[config.mk]
export PLATFORM = sky130hd
export DESIGN_NAME = tmr_pair
export DESIGN_NICKNAME = d
export VERILOG_FILES = /design/src/rtl/tmr_pkg.sv /design/src/rtl/tmr_prescale.sv /design/src/rtl/tmr_pin_sync.sv /design/src/rtl/tmr_channel.sv /design/src/rtl/tmr_pair.sv
export SDC_FILE = /design/constraint.sdc
export NUM_CORES = 1
export LEC_CHECK = 0
export BUFFER_PORTS_ARGS = -buffer_cell sky130_fd_sc_hd__buf_2
export CORE_ASPECT_RATIO = 1.4
export CORE_MARGIN = 2
export CORE_UTILIZATION = 65
export DETAILED_ROUTE_END_ITERATION = 10
export PLACE_DENSITY = 0.92
export SYNTH_ARGS = -nofsm -noshare
export SYNTH_HDL_FRONTEND = slang
export SYNTH_SLANG_ARGS = --single-unit
[constraint.sdc]
create_clock -name clk_i -period 2.99 [get_ports clk_i]
set_clock_uncertainty 0.05 [all_clocks]
set_input_delay 0.1495 -clock clk_i [delete_from_list [all_inputs] [get_ports clk_i]]
set_output_delay 0.1495 -clock clk_i [all_outputs]
set_load 0.02 [all_outputs]
[src/rtl/tmr_pkg.sv]
`timescale 1ns/1ps
package tmr_pkg;
  localparam int BYTE_W  = 8;
  localparam int NUM_CH  = 2;
  localparam int LOW13_W = 5;
  localparam int ADDR_W  = 3;

  typedef enum logic [1:0] {
    MODE_13     = 2'b00,
    MODE_16     = 2'b01,
    MODE_RELOAD = 2'b10,
    MODE_SPLIT  = 2'b11
  } tmr_mode_e;

  localparam logic [ADDR_W-1:0] A_MODE = 3'd0;
  localparam logic [ADDR_W-1:0] A_CTRL = 3'd1;
  localparam logic [ADDR_W-1:0] A_LO0  = 3'd2;
  localparam logic [ADDR_W-1:0] A_HI0  = 3'd3;
  localparam logic [ADDR_W-1:0] A_LO1  = 3'd4;
  localparam logic [ADDR_W-1:0] A_HI1  = 3'd5;
endpackage

[src/rtl/tmr_prescale.sv]
`timescale 1ns/1ps
module tmr_prescale #(
  parameter int PRESCALE = 12
) (
  input  logic clk_i,
  input  logic rst_ni,
  output logic tick_o
);
  localparam int CW = (PRESCALE > 2) ? $clog2(PRESCALE) : 1;
  localparam logic [CW-1:0] LAST = CW'(PRESCALE - 1);

  logic [CW-1:0] cnt_q;

  always_ff @(posedge clk_i or negedge rst_ni) begin
    if (!rst_ni)            cnt_q <= '0;
    else if (cnt_q == LAST) cnt_q <= '0;
    else                    cnt_q <= cnt_q + 1'b1;
  end

  assign tick_o = (cnt_q == LAST);
endmodule

[src/rtl/tmr_pin_sync.sv]
`timescale 1ns/1ps
module tmr_pin_sync #(
  parameter int STAGES = 2
) (
  input  logic clk_i,
  input  logic rst_ni,
  input  logic tick_i,
  input  logic cnt_pin_i,
  input  logic gate_pin_i,
  output logic fall_o,
  output logic gate_o
);
  logic [STAGES-1:0] cnt_s, gate_s;
  logic              smp_q;

  always_ff @(posedge clk_i or negedge rst_ni) begin
    if (!rst_ni) begin
      cnt_s  <= '0;
      gate_s <= '0;
      smp_q  <= 1'b0;
    end else begin
      cnt_s  <= {cnt_s[STAGES-2:0], cnt_pin_i};
      gate_s <= {gate_s[STAGES-2:0], gate_pin_i};
      if (tick_i) smp_q <= cnt_s[STAGES-1];
    end
  end

  // one event per high sample followed by a low sample
  assign fall_o = tick_i & smp_q & ~cnt_s[STAGES-1];
  assign gate_o = gate_s[STAGES-1];
endmodule

[src/rtl/tmr_channel.sv]
`timescale 1ns/1ps
module tmr_channel
  import tmr_pkg::*;
#(
  parameter bit SPLIT_OK = 1'b0
) (
  input  logic              clk_i,
  input  logic              rst_ni,
  input  tmr_mode_e         mode_i,
  input  logic              inc_lo_i,
  input  logic              inc_hi_i,
  input  logic              wr_lo_i,
  input  logic              wr_hi_i,
  input  logic [BYTE_W-1:0] wdata_i,
  output logic [BYTE_W-1:0] lo_o,
  output logic [BYTE_W-1:0] hi_o,
  output logic              ovf_lo_o,
  output logic              ovf_hi_o
);
  localparam int W13 = BYTE_W + LOW13_W;

  logic [BYTE_W-1:0] lo_q, hi_q, lo_n, hi_n;
  logic [W13-1:0]    s13;
  logic [2*BYTE_W-1:0] s16;

  always_comb begin
    lo_n     = lo_q;
    hi_n     = hi_q;
    ovf_lo_o = 1'b0;
    ovf_hi_o = 1'b0;
    s13      = {hi_q, lo_q[LOW13_W-1:0]} + W13'(1);
    s16      = {hi_q, lo_q} + 16'd1;
    if (inc_lo_i) begin
      unique case (mode_i)
        MODE_13: begin
          hi_n               = s13[W13-1:LOW13_W];
          lo_n[LOW13_W-1:0]  = s13[LOW13_W-1:0];
          ovf_lo_o           = &{hi_q, lo_q[LOW13_W-1:0]};
        end
        MODE_16: begin
          {hi_n, lo_n} = s16;
          ovf_lo_o     = &{hi_q, lo_q};
        end
        MODE_RELOAD: begin
          lo_n     = (&lo_q) ? hi_q : lo_q + 1'b1;
          ovf_lo_o = &lo_q;
        end
        MODE_SPLIT: begin
          if (SPLIT_OK) begin
            lo_n     = lo_q + 1'b1;
            ovf_lo_o = &lo_q;
          end
        end
        default: ;
      endcase
    end
    if (SPLIT_OK && inc_hi_i && mode_i == MODE_SPLIT) begin
      hi_n     = hi_q + 1'b1;
      ovf_hi_o = &hi_q;
    end
    if (wr_lo_i) lo_n = wdata_i;
    if (wr_hi_i) hi_n = wdata_i;
  end

  always_ff @(posedge clk_i or negedge rst_ni) begin
    if (!rst_ni) begin
      lo_q <= '0;
      hi_q <= '0;
    end else begin
      lo_q <= lo_n;
      hi_q <= hi_n;
    end
  end

  assign lo_o = lo_q;
  assign hi_o = hi_q;
endmodule

[src/rtl/tmr_pair.sv]
`timescale 1ns/1ps
module tmr_pair
  import tmr_pkg::*;
#(
  parameter int PRESCALE = 12
) (
  input  logic              clk_i,
  input  logic              rst_ni,
  input  logic              wr_i,
  input  logic [ADDR_W-1:0] addr_i,
  input  logic [BYTE_W-1:0] wdata_i,
  output logic [BYTE_W-1:0] rdata_o,
  input  logic [NUM_CH-1:0] cnt_pin_i,
  input  logic [NUM_CH-1:0] gate_pin_i,
  output logic [NUM_CH-1:0] ovf_o,
  output logic              baud_tick_o
);
  logic                          tick;
  logic [BYTE_W-1:0]             mode_q;
  logic [NUM_CH-1:0]             run_q, flag_q, ovf_q;
  logic                          baud_q;
  logic [NUM_CH-1:0]             fall, gate_lvl, inc_lo, inc_hi, wr_lo, wr_hi;
  logic [NUM_CH-1:0]             ovf_lo, ovf_hi;
  logic [NUM_CH-1:0][BYTE_W-1:0] lo_c, hi_c;
  logic [NUM_CH-1:0]             set_ev;
  logic                          split0;

  tmr_prescale #(.PRESCALE(PRESCALE)) u_pre (
    .clk_i(clk_i), .rst_ni(rst_ni), .tick_o(tick)
  );

  assign split0 = (tmr_mode_e'(mode_q[1:0]) == MODE_SPLIT);

  for (genvar g = 0; g < NUM_CH; g++) begin : g_ch
    logic [3:0] nib;
    logic       en_ok;
    assign nib = mode_q[4*g +: 4];

    tmr_pin_sync u_sync (
      .clk_i(clk_i), .rst_ni(rst_ni), .tick_i(tick),
      .cnt_pin_i(cnt_pin_i[g]), .gate_pin_i(gate_pin_i[g]),
      .fall_o(fall[g]), .gate_o(gate_lvl[g])
    );

    assign en_ok     = run_q[g] & (~nib[3] | gate_lvl[g]) & (nib[2] ? fall[g] : tick);
    assign inc_lo[g] = (g == 1) ? (en_ok & ~split0) : en_ok;
    assign inc_hi[g] = (g == 0) ? (tick & run_q[1]) : 1'b0;
    assign wr_lo[g]  = wr_i && (addr_i == A_LO0 + ADDR_W'(2*g));
    assign wr_hi[g]  = wr_i && (addr_i == A_HI0 + ADDR_W'(2*g));

    tmr_channel #(.SPLIT_OK(g == 0)) u_ch (
      .clk_i(clk_i), .rst_ni(rst_ni),
      .mode_i(tmr_mode_e'(nib[1:0])),
      .inc_lo_i(inc_lo[g]), .inc_hi_i(inc_hi[g]),
      .wr_lo_i(wr_lo[g]), .wr_hi_i(wr_hi[g]), .wdata_i(wdata_i),
      .lo_o(lo_c[g]), .hi_o(hi_c[g]),
      .ovf_lo_o(ovf_lo[g]), .ovf_hi_o(ovf_hi[g])
    );
  end

  assign set_ev = {ovf_lo[1] | ovf_hi[0], ovf_lo[0]};

  always_ff @(posedge clk_i or negedge rst_ni) begin
    if (!rst_ni) begin
      mode_q <= '0;
      run_q  <= '0;
      flag_q <= '0;
      ovf_q  <= '0;
      baud_q <= 1'b0;
    end else begin
      ovf_q  <= set_ev;
      baud_q <= ovf_lo[1];
      if (wr_i && addr_i == A_MODE) mode_q <= wdata_i;
      if (wr_i && addr_i == A_CTRL) begin
        run_q  <= wdata_i[1:0];
        flag_q <= wdata_i[3:2] | set_ev;
      end else begin
        flag_q <= flag_q | set_ev;
      end
    end
  end

  always_comb begin
    unique case (addr_i)
      A_MODE:  rdata_o = mode_q;
      A_CTRL:  rdata_o = {4'b0, flag_q, run_q};
      A_LO0:   rdata_o = lo_c[0];
      A_HI0:   rdata_o = hi_c[0];
      A_LO1:   rdata_o = lo_c[1];
      A_HI1:   rdata_o = hi_c[1];
      default: rdata_o = '0;
    endcase
  end

  assign ovf_o       = ovf_q;
  assign baud_tick_o = baud_q;
endmodule

==> results.toml <==
[global_route]
grt_overflow = 0
grt_first_pass_wirelength_um = 17500
first_global_vias = 3611
grt_max_degree = 30
grt.total_usage = 0.343
antenna_found_initial = 0

[floorplanning]
die-area_mm2 = 0.00671
dieWidth_um = 69.8
die_height_um = 96.1
core_area_mm2 = 0.00586
io_pins = 29
start_util = 0.672
num_rows = 33

[critical_path]
r2r_cells = 6
end_kind = "flip-flop"
arrival_ns = 2.39
path_cells = "inv_1, ha_1, or3_1, a31oi_1, nor2b_1, nor3_1"
worstPathRequired_ns = 3.16
crit_end = "g_ch[1].u_ch.lo_o[1]"
r2r_slack_ns = 0.77
crit_type = "flip-flop to flip-flop"
startpoint = "mode_q[4]"
critPathMaxFanout = 9
max_stage_delay_ns = 0.58
reg2reg_to = "g_ch[1].u_ch.lo_o[1]"
slowest_stage = "a31oi_1"
rr_startpoint = "mode_q[4]"
cp-start-kind = "flip-flop"

[drt]
drt-total-wl_um = 11100
drtPass1Iterations = 6
routed_via_density = 7.03
wl_per_cell_um = 20.4
drtIter0Drc = 394
antenna_left = 0
via_count = 3801
drc_errors = 0

[cells_and_area]
nets = 493
syn2layout_area_growth_pct = 11.5
layout.cells.non_filler = 541
final_util = 0.749
n_antenna_cell = 0
drive_gt1_frac = 0.151

[synthesis]
synth_compound_area_frac = 0.194
yosys_most_used_dff = "dfrtp_1"
synth_mux_area_frac = 0.0721
synth-xor-area-share = 0.0334
ys_top_cells_by_area = "dfrtp_1, a21oi_1, mux2i_1, nand2_1, o21ai_0"
yosys_warnings = 0
yosys.area_share.simple = 0.241
async_reset_ff_frac = 1.00
synthDistinctLibCells = 62
netlist.area_leader.share = 0.388
synth_most_common_cell = "dfrtp_1"
syn_area_mm2 = 0.00394
ys_seq_area_frac = 0.388
synth_top_family_by_area = "simple AND/OR/NAND/NOR gates"
netlist_instances = 440
synth_edf_count = 0
synth_nets = 467
yosys-top-cells-count = "dfrtp_1, nand2_1, nor2_1"
synth_fa_ha_area_frac = 0.0286
yosys_register_bits = 61
synth_area_leader_cell = "dfrtp_1"
syn_avg_cell_area_um2 = 8.95

[outcome]
outcome = "completed"

[cts]
cts_buffers = 9
cts_tree = "done"
clkTransAtPathRegs_ns = 0.07
cts.sinks = 61
ctsHtreeMaxLevel = 3
cts-root-buf = "clkbuf_8"
cts_buffer_depth = 2
clock_latency_ns = 0.34
postCtsSetupBuffers = 0

[hold_path]
min_path_type = "input port to flip-flop"

[sta]
maxSlewViolCount = 0
hold_viol_final = 0
fmax_mhz = 450
relSlewSlack = 0.487
period_minus_slack_ns = 2.22
setup_viol = 0
tns_ns = 0
rsz0062_at_grt = "false"
worst_slew_pin_slew_ns = 0.764
finalCritPeriodShare = 0.744

[power]
leakagePower_nw = 1.87
ir_drop_mv = 0.416
p_per_area_mw_per_mm2 = 662

[placed_design]
dp_hpwl_um = 8120
place_inst = 520
io_buffers = 28
gp_congestion = 1.03

[run]
maxCapViolCount = 0
-- kinds of logic after synthesis --
family,after synthesis
flip-flops,61
AO/OA/AOI/OAI,116
multiplexers,27
AND/OR/NAND/NOR,177
buffers and inverters,35
XOR/XNOR,15
adder cells (fa/ha/maj),9
-- repair_timing --
action / in CTS / in global routing
hold buffers: 5 / 0
hold endpoints to repair: 16 / 0
resized for setup: 0 / 0
-- layout by cell type (no fill, tap or decap), types with 3 or more instances in the layout --
cell type | synthesis | routed
and4_1 | 3 | 3
or3_1 | 6 | 6
a21oi_1 | 32 | 32
nor2_1 | 34 | 34
a211oi_1 | 5 | 5
and2_1 | 3 | 3
and3_1 | 16 | 16
a221oi_1 | 8 | 8
a31oi_1 | 9 | 9
inv_1 | 10 | 10
buf_4 | 2 | 7
dfrtp_1 | 61 | 61
mux2i_1 | 16 | 16
nand2b_1 | 7 | 7
ha_1 | 9 | 9
dlygate4sd3_1 | 0 | 5
nand4_1 | 11 | 11
xnor2_1 | 7 | 7
nand3_1 | 26 | 26
buf_2 | 8 | 28
o21ai_0 | 27 | 27
nand2_1 | 37 | 37
o211ai_1 | 3 | 3
o22ai_1 | 5 | 5
a21o_1 | 3 | 3
nor3_1 | 7 | 7
o31ai_1 | 4 | 4
mux2_2 | 11 | 11
nor2b_1 | 9 | 9
bufinv_16 | 0 | 3
clkbuf_8 | 0 | 11
xor2_1 | 8 | 8
o2111ai_1 | 3 | 3
-- power by group --
group          total (mW)  switching [mW]  internal [mW]
combinational       0.748           0.423          0.325
sequential           1.22           0.250          0.969
clock               0.940           0.340          0.601
-- per-layer routing --
metal  track usage  up-vias  wire length (um)
li1              -     1694                 -
met1         0.383     1809              4010
met2         0.589      230              5440
met3        0.0597       68               882
met4         0.258        0               725
met5             0        -                 0
-- critical path: cells and delay by family, from the launching register on --
kind            cells  cell delay [ns]
fa+ha+maj           1             0.31
simple gates        3             0.67
flops               1             0.40
compound gates      1             0.58
buf+inv             1             0.09
-- metrics by stage --
step                      instance area, um^2  power [mW]  hold slack [ns]  setup WS, ns
after floorplan                          3940        1.70           -0.196          1.06
after global placement                   4080        1.91          0.00207         0.898
after detailed placement                 4080        1.94          0.00623         0.797
after CTS                                4390        2.88           0.0708         0.783
after global routing                     4390        3.04           0.0745         0.574
final                                    4390        2.91           0.0773         0.766
-- final cells by class --
| class | count | area [um^2] |
|---|---|---|
| Tap cell | 70 | 87.6 |
| Clock inverter | 5 | 106 |
| Clock buffer | 11 | 151 |
| Fill cell | 431 | 1470 |
| Timing Repair Buffer | 40 | 243 |
| Inverter | 10 | 37.5 |
| Sequential cell | 61 | 1530 |
| Multi-Input combinational cell | 344 | 2240 |
-- sequential cells by signal (all words and copies together), names as in the netlist --
signal and flops:
mode_q 8, baud_tick_o 1, g_ch.u_ch.lo_o 16, flag_q 2, u_pre.cnt_q 4, ovf_o 2
g_ch.u_sync.smp_q 2, g_ch.u_sync.cnt_s 4, g_ch.u_ch.hi_o 16, g_ch.u_sync.gate_s 4, run_q 2
-- worst min path at each step --
| stage | depth (start not counted) | endpoint | start | slack (ns) |
|---|---|---|---|---|
| 2_1_floorplan | 0 | baud_tick_o | rst_ni | -0.20 |
| 3_3_place_gp | 1 | g_ch[1].u_ch.hi_o[3] | rst_ni | 0.002 |
| 3_5_place_dp | 1 | g_ch[1].u_ch.hi_o[3] | rst_ni | 0.006 |
| 4_1_cts | 3 | g_ch[1].u_ch.lo_o[6] | wdata_i[6] | 0.07 |
| 5_1_grt | 3 | g_ch[0].u_ch.hi_o[5] | wdata_i[5] | 0.07 |
| 6_report | 3 | g_ch[1].u_ch.lo_o[7] | wdata_i[7] | 0.08 |
(Power assumes the default switching activity.)
